## src/rtl/clkdiv_pkg.sv

```systemverilog
package clkdiv_pkg;

    typedef enum logic [1:0] {
        ST_IDLE = 2'd0,
        ST_HIGH = 2'd1,
        ST_LOW  = 2'd2
    } div_state_t;

    function automatic logic ratio_ok(input int r);
        return (r == 4) || (r == 5) || (r == 6) || (r == 8);
    endfunction

endpackage

```

## src/rtl/clkdiv_regs.sv

```systemverilog
module clkdiv_regs #(
    parameter int AW        = 4,
    parameter int DW        = 32,
    parameter int RATIO_OFS = 8,
    parameter int RATIO_LSB = 8,
    parameter int RATIO_W   = 6,
    parameter int REQ_BIT   = 1,
    parameter int FIRE_BIT  = 8,
    parameter int EN_SHIFT  = 24
) (
    input  logic               clk,
    input  logic               rst_n,
    input  logic               wr,
    input  logic [AW-1:0]      addr,
    input  logic [DW-1:0]      wdata,
    output logic [DW-1:0]      rdata,
    output logic               enable,
    output logic               pend_vld,
    output logic [RATIO_W-1:0] pend_ratio,
    input  logic               take
);
    import clkdiv_pkg::*;

    localparam int CTRL_OFS = 0;
    localparam int EN_BIT   = REQ_BIT + EN_SHIFT;
    localparam logic [DW-1:0] RATIO_RST = DW'(4) << RATIO_LSB;

    logic [DW-1:0]      ctrl_q;
    logic [DW-1:0]      ratio_q;
    logic [RATIO_W-1:0] staged;
    logic               ctrl_wr;
    logic               handshake;

    assign staged    = ratio_q[RATIO_LSB +: RATIO_W];
    assign ctrl_wr   = wr && (addr == AW'(CTRL_OFS));
    assign handshake = ctrl_wr && wdata[REQ_BIT] && wdata[FIRE_BIT];
    assign enable    = ctrl_q[EN_BIT];

    always_ff @(posedge clk or negedge rst_n) begin
        if (!rst_n) begin
            ctrl_q  <= '0;
            ratio_q <= RATIO_RST;
        end else if (wr) begin
            if (addr == AW'(CTRL_OFS))  ctrl_q  <= wdata;
            if (addr == AW'(RATIO_OFS)) ratio_q <= wdata;
        end
    end

    always_ff @(posedge clk or negedge rst_n) begin
        if (!rst_n) begin
            pend_vld   <= 1'b0;
            pend_ratio <= RATIO_W'(4);
        end else if (handshake && ratio_ok(int'(staged))) begin
            pend_vld   <= 1'b1;
            pend_ratio <= staged;
        end else if (take) begin
            pend_vld   <= 1'b0;
        end
    end

    always_comb begin
        if (addr == AW'(CTRL_OFS))       rdata = ctrl_q;
        else if (addr == AW'(RATIO_OFS)) rdata = ratio_q;
        else                             rdata = '0;
    end

    AST_RELOAD_NEEDS_BOTH_BITS: assert property (@(posedge clk) disable iff (!rst_n)
        $rose(pend_vld) |-> $past(ctrl_wr && wdata[REQ_BIT] && wdata[FIRE_BIT]))
        else $error("pending reload without handshake");

    AST_PENDING_IS_LEGAL: assert property (@(posedge clk) disable iff (!rst_n)
        pend_vld |-> ratio_ok(int'(pend_ratio)))
        else $error("illegal ratio pending");

endmodule

```

## src/rtl/clkdiv_fsm.sv

```systemverilog
module clkdiv_fsm #(
    parameter int RATIO_W = 6
) (
    input  logic               clk,
    input  logic               rst_n,
    input  logic               enable,
    input  logic               pend_vld,
    input  logic [RATIO_W-1:0] pend_ratio,
    output logic               take,
    output logic               clk_out
);
    import clkdiv_pkg::*;

    div_state_t         state_q, state_n;
    logic [RATIO_W-1:0] cnt_q, cnt_n;
    logic [RATIO_W-1:0] act_q, act_n;
    logic [RATIO_W-1:0] hi_next, lo_act;
    logic               boundary;

    assign boundary = (state_q == ST_LOW) && (cnt_q == '0);
    assign take     = pend_vld && (boundary || state_q == ST_IDLE);
    assign act_n    = take ? pend_ratio : act_q;
    assign hi_next  = act_n >> 1;
    assign lo_act   = act_q - (act_q >> 1);

    always_comb begin
        state_n = state_q;
        cnt_n   = cnt_q;
        unique case (state_q)
            ST_IDLE: begin
                if (enable) begin
                    state_n = ST_HIGH;
                    cnt_n   = hi_next - 1'b1;
                end
            end
            ST_HIGH: begin
                if (cnt_q == '0) begin
                    state_n = ST_LOW;
                    cnt_n   = lo_act - 1'b1;
                end else begin
                    cnt_n = cnt_q - 1'b1;
                end
            end
            ST_LOW: begin
                if (cnt_q == '0) begin
                    if (enable) begin
                        state_n = ST_HIGH;
                        cnt_n   = hi_next - 1'b1;
                    end else begin
                        state_n = ST_IDLE;
                    end
                end else begin
                    cnt_n = cnt_q - 1'b1;
                end
            end
            default: begin
                state_n = ST_IDLE;
                cnt_n   = '0;
            end
        endcase
    end

    always_ff @(posedge clk or negedge rst_n) begin
        if (!rst_n) begin
            state_q <= ST_IDLE;
            cnt_q   <= '0;
            act_q   <= RATIO_W'(4);
        end else begin
            state_q <= state_n;
            cnt_q   <= cnt_n;
            act_q   <= act_n;
        end
    end

    always_ff @(posedge clk or negedge rst_n) begin
        if (!rst_n) clk_out <= 1'b0;
        else        clk_out <= (state_n == ST_HIGH);
    end

    AST_ACTIVE_RATIO_LEGAL: assert property (@(posedge clk) disable iff (!rst_n)
        ratio_ok(int'(act_q)))
        else $error("active ratio illegal");

    AST_SWITCH_ONLY_AT_BOUNDARY: assert property (@(posedge clk) disable iff (!rst_n)
        !$stable(act_q) |-> $past((state_q == ST_LOW && cnt_q == '0) || state_q == ST_IDLE))
        else $error("ratio changed mid-period");

    AST_IDLE_HOLDS_LOW: assert property (@(posedge clk) disable iff (!rst_n)
        (!enable && state_q == ST_IDLE) |=> !clk_out)
        else $error("output toggled while disabled");

    AST_HIGH_FALLS_TO_LOW: assert property (@(posedge clk) disable iff (!rst_n)
        (state_q == ST_HIGH && cnt_q == '0) |=> (state_q == ST_LOW))
        else $error("high phase did not end in low phase");

endmodule

```

## src/rtl/core_clkdiv.sv

```systemverilog
module core_clkdiv #(
    parameter int AW        = 4,
    parameter int RATIO_OFS = 8,
    parameter int EN_SHIFT  = 24,
    parameter int RATIO_LSB = 8,
    parameter int RATIO_W   = 6
) (
    input  logic          clk_ref,
    input  logic          rst_n,
    input  logic          bus_wr,
    input  logic [AW-1:0] bus_addr,
    input  logic [31:0]   bus_wdata,
    output logic [31:0]   bus_rdata,
    output logic          clk_div
);
    logic               enable;
    logic               pend_vld;
    logic [RATIO_W-1:0] pend_ratio;
    logic               take;

    clkdiv_regs #(
        .AW(AW), .DW(32), .RATIO_OFS(RATIO_OFS), .RATIO_LSB(RATIO_LSB),
        .RATIO_W(RATIO_W), .REQ_BIT(1), .FIRE_BIT(8), .EN_SHIFT(EN_SHIFT)
    ) u_regs (
        .clk(clk_ref), .rst_n(rst_n), .wr(bus_wr), .addr(bus_addr),
        .wdata(bus_wdata), .rdata(bus_rdata), .enable(enable),
        .pend_vld(pend_vld), .pend_ratio(pend_ratio), .take(take)
    );

    clkdiv_fsm #(
        .RATIO_W(RATIO_W)
    ) u_fsm (
        .clk(clk_ref), .rst_n(rst_n), .enable(enable),
        .pend_vld(pend_vld), .pend_ratio(pend_ratio),
        .take(take), .clk_out(clk_div)
    );

endmodule

```

## config.mk

```make
export PLATFORM = sky130hd
export DESIGN_NAME = core_clkdiv
export DESIGN_NICKNAME = d
export VERILOG_FILES = /design/src/rtl/clkdiv_pkg.sv /design/src/rtl/clkdiv_regs.sv /design/src/rtl/clkdiv_fsm.sv /design/src/rtl/core_clkdiv.sv
export SDC_FILE = /design/constraint.sdc
export NUM_CORES = 1
export LEC_CHECK = 0
export BUFFER_PORTS_ARGS = -buffer_cell sky130_fd_sc_hd__buf_2
export CAP_MARGIN = 20
export CORE_UTILIZATION = 50
export DETAILED_ROUTE_END_ITERATION = 10
export PLACE_DENSITY_LB_ADDON = 0.12
export SYNTH_ARGS = -nofsm -noshare
export SYNTH_HDL_FRONTEND = slang
export SYNTH_SLANG_ARGS = --single-unit
```

## constraint.sdc

```tcl
create_clock -name clk_ref -period 3.5 [get_ports clk_ref]
set_input_delay 0.525 -clock clk_ref [delete_from_list [all_inputs] [get_ports clk_ref]]
set_output_delay 0.525 -clock clk_ref [all_outputs]
set_load 0.01 [all_outputs]
```

==> results_dict.tcl <==
set metrics [dict create \
    leakage_uw 0.00239 \
    vias 3078 \
    clockBufferDepth 2 \
    synth-edff-count 0 \
    ys_ff_latch 86 \
    grt_pass1_vias 2955 \
    nets 473 \
    route.detailed.drc 0 \
    synth_top_area_cell "dfrtp_1" \
    start_kind "flop" \
    clk_pin_slew_worst_paths_ns 0.09 \
    whs_ns 0.00955 \
    postSynthAreaPerCell_um2 12.2 \
    syn_to_final_growth_pct 16.4 \
    crit_arrival_ns 3.32 \
    ant_nets 0 \
    endpoint_kind "flop" \
    place.gp.congestion 0.858 \
    cp-startpoint "u_fsm.cnt_q[0]" \
    critPathMaxFanout 10 \
    setup_violations 0 \
    skew_ns 0.0113 \
    crit_path_cell_trace "inv_1, ha_1, nor3b_1, a41oi_2, mux2i_1, ha_1, nor3b_1, xnor2_1, mux2i_1, a31oi_1, a31oi_1" \
    cts.hold.buffers_added 0 \
    die_width_um 94.8 \
    ys_types 49 \
    rr_startpoint "u_fsm.cnt_q[0]" \
    via_per_inst 5.76 \
    rows 33 \
    synth_ff_type "dfrtp_1" \
    critical_path_required_ns 3.77 \
    cts_root_buf "clkbuf_8" \
    path_delay_family "compound AO/OA/AOI/OAI gates" \
    hold_violations 0 \
    h-tree-depth 3 \
    hold_class "input pin to asynchronous set/reset pin" \
    slowest_stage "a41oi_2" \
    register_area_um2 2160 \
    synth_top_cell_area_share 0.482 \
    wl_um 8950 \
    grt_util_all_layers 0.210 \
    cts.sinks 86 \
    synth_area_leaders "dfrtp_1 48%, mux2_2 19%, a22o_1 6.5%" \
    period_minus_slack_ns 3.05 \
    fill_cells 698 \
    max-slew-margin-rel 0.437 \
    yosys_warnings 0 \
    status "complete, no violations" \
    grt-ovfl-total 0 \
    cp_slowest_stage_delay_ns 0.56 \
    grt_pass1_wl_um 14500 \
    rsz0062_at_grt "false" \
    clock_latency_ns 0.35 \
    worst-path-buf-inv 1 \
    chipHeight_um 94.8 \
    core-area_um2 8260 \
    slew_viol_final 0 \
    power.density_nw_per_um2 528 \
    drt_iter0_markers 120 \
    async_reset_ff_frac 1.00 \
    start_util 0.522 \
    ys_seq_area_frac 0.500 \
    setup_tns_ns 0 \
    grt_max_degree 87 \
    drt_first_pass_iters 4 \
    postCtsSetupRepairBufs 0 \
    cap_violations 0 \
    io_buffers 71 \
    multi_input_area_um2 2030 \
    wl_per_cell_um 16.8 \
    cts_tree "yes" \
    netlist_area_um2 4310 \
    fmax_mhz 328 \
    synthesis.nets 400 \
    drive_above_1_share 0.406 \
    worstMarginPinSlew_ns 0.842 \
    critPathKind "flop to flop" \
    hpwl_um 6120 \
    vdd_drop_max_mv 0.310 \
    n_antenna_cell 0 \
    io_pins 72 \
    die-area_um2 8990 \
    cts_resized 0 \
    syn_inst 352 \
    timing.final.crit_share 0.871 \
    cts_buffers 9 \
    antenna_found_initial 0 \
]
==> Yosys cell counts (2+ instances only) <==
library cell,count
a21o_1,3
buf_1,5
a22o_1,32
dfstp_2,3
o22ai_1,3
ha_1,8
nor3_1,6
nand2b_1,3
nand2_1,6
o31ai_1,2
clkbuf_1,9
mux2i_1,7
buf_2,3
nor2_1,18
a31oi_1,6
o21ai_0,12
inv_1,14
dfrtp_1,83
or3_1,3
mux2_1,2
a21oi_1,9
o221ai_1,2
nor2b_1,4
xnor2_1,5
a211oi_1,2
nand3_1,2
xor2_1,4
nor3b_1,5
mux2_2,71
==> worst paths after layout <==
kind | endpoint | slack (ns) | depth (start not counted)
max in group asynchronous | u_fsm.clk_out | 2.88 | 2
min in group clk_ref | u_regs.ratio_q[6] | 0.40 | 2
min reg2reg | u_regs.ctrl_q[11] | 0.51 | 1
max | u_fsm.cnt_q[4] | 0.45 | 11
min | u_regs.ratio_q[9] | 0.01 | 1
max reg2reg | u_fsm.cnt_q[4] | 0.45 | 11
==> sequential cells by signal, indices dropped and copies added, names as in the netlist <==
| signal | count |
|---|---|
| u_fsm.state_q | 2 |
| u_regs.ratio_q | 32 |
| u_regs.pend_ratio | 6 |
| u_regs.pend_vld | 1 |
| u_fsm.clk_out | 1 |
| u_fsm.cnt_q | 6 |
| u_fsm.act_q | 6 |
| u_regs.ctrl_q | 32 |
==> cell families after synthesis <==
logic type	count (synthesis)	share of synthesized area
adder cells (fa/ha/maj)	9	0.0279
AO/OA/AOI/OAI	84	0.145
AND/OR/NAND/NOR	53	0.0732
flip-flops	86	0.500
buffers and inverters	31	0.0279
multiplexers	80	0.207
XOR/XNOR	9	0.0183
==> per-stage QoR <==
stage	util	cell area, µm²	cells	total power, µW	worst slack, ns
final	0.608	5020	534	2650	0.451
after global routing	0.608	5020	534	2800	0.141
after CTS	0.604	4990	533	2660	0.424
after detailed placement	0.579	4780	518	1940	0.452
after global placement	0.579	4780	518	1920	0.603
after floorplan	-	4310	352	1750	0.840
==> area by class of cell <==
type,instances,share of cell area
clock buffer,11,0.0302
clock inverter,4,0.0110
inverter,14,0.0105
multi-input combinational,235,0.405
sequential,86,0.430
tap,105,0.0262
timing repair buffer,79,0.0873
==> power by group <==
part	switching (µW)	leakage [µW]	internal, µW
Clock	354	0.000102	369
Combinational	272	0.00123	298
Sequential	153	0.00106	1200
Total	779	0.00239	1870
==> cells in the final DEF (no fill, tap or decap), types with 2 or more instances in the layout <==
cell type,count
a211oi_1,2
a21o_1,3
a21oi_1,9
a22o_1,32
a31oi_1,6
buf_2,70
buf_4,8
clkbuf_8,11
dfrtp_1,83
dfstp_2,3
ha_1,8
inv_1,14
mux2_1,2
mux2_2,71
mux2i_1,7
nand2_1,6
nand2b_1,3
nand3_1,2
nor2_1,18
nor2b_1,4
nor3_1,6
nor3b_1,5
o21ai_0,12
o221ai_1,2
o22ai_1,3
o31ai_1,2
or3_1,3
xnor2_1,5
xor2_1,4
==> per-layer routing <==
layer / GRT usage / part of all wire
met5: 0 / 0
met4: 0.0657 / 0.010
met3: 0.0572 / 0.065
met2: 0.335 / 0.50
met1: 0.278 / 0.43
Note: power is estimated with default switching activity, not from simulation.
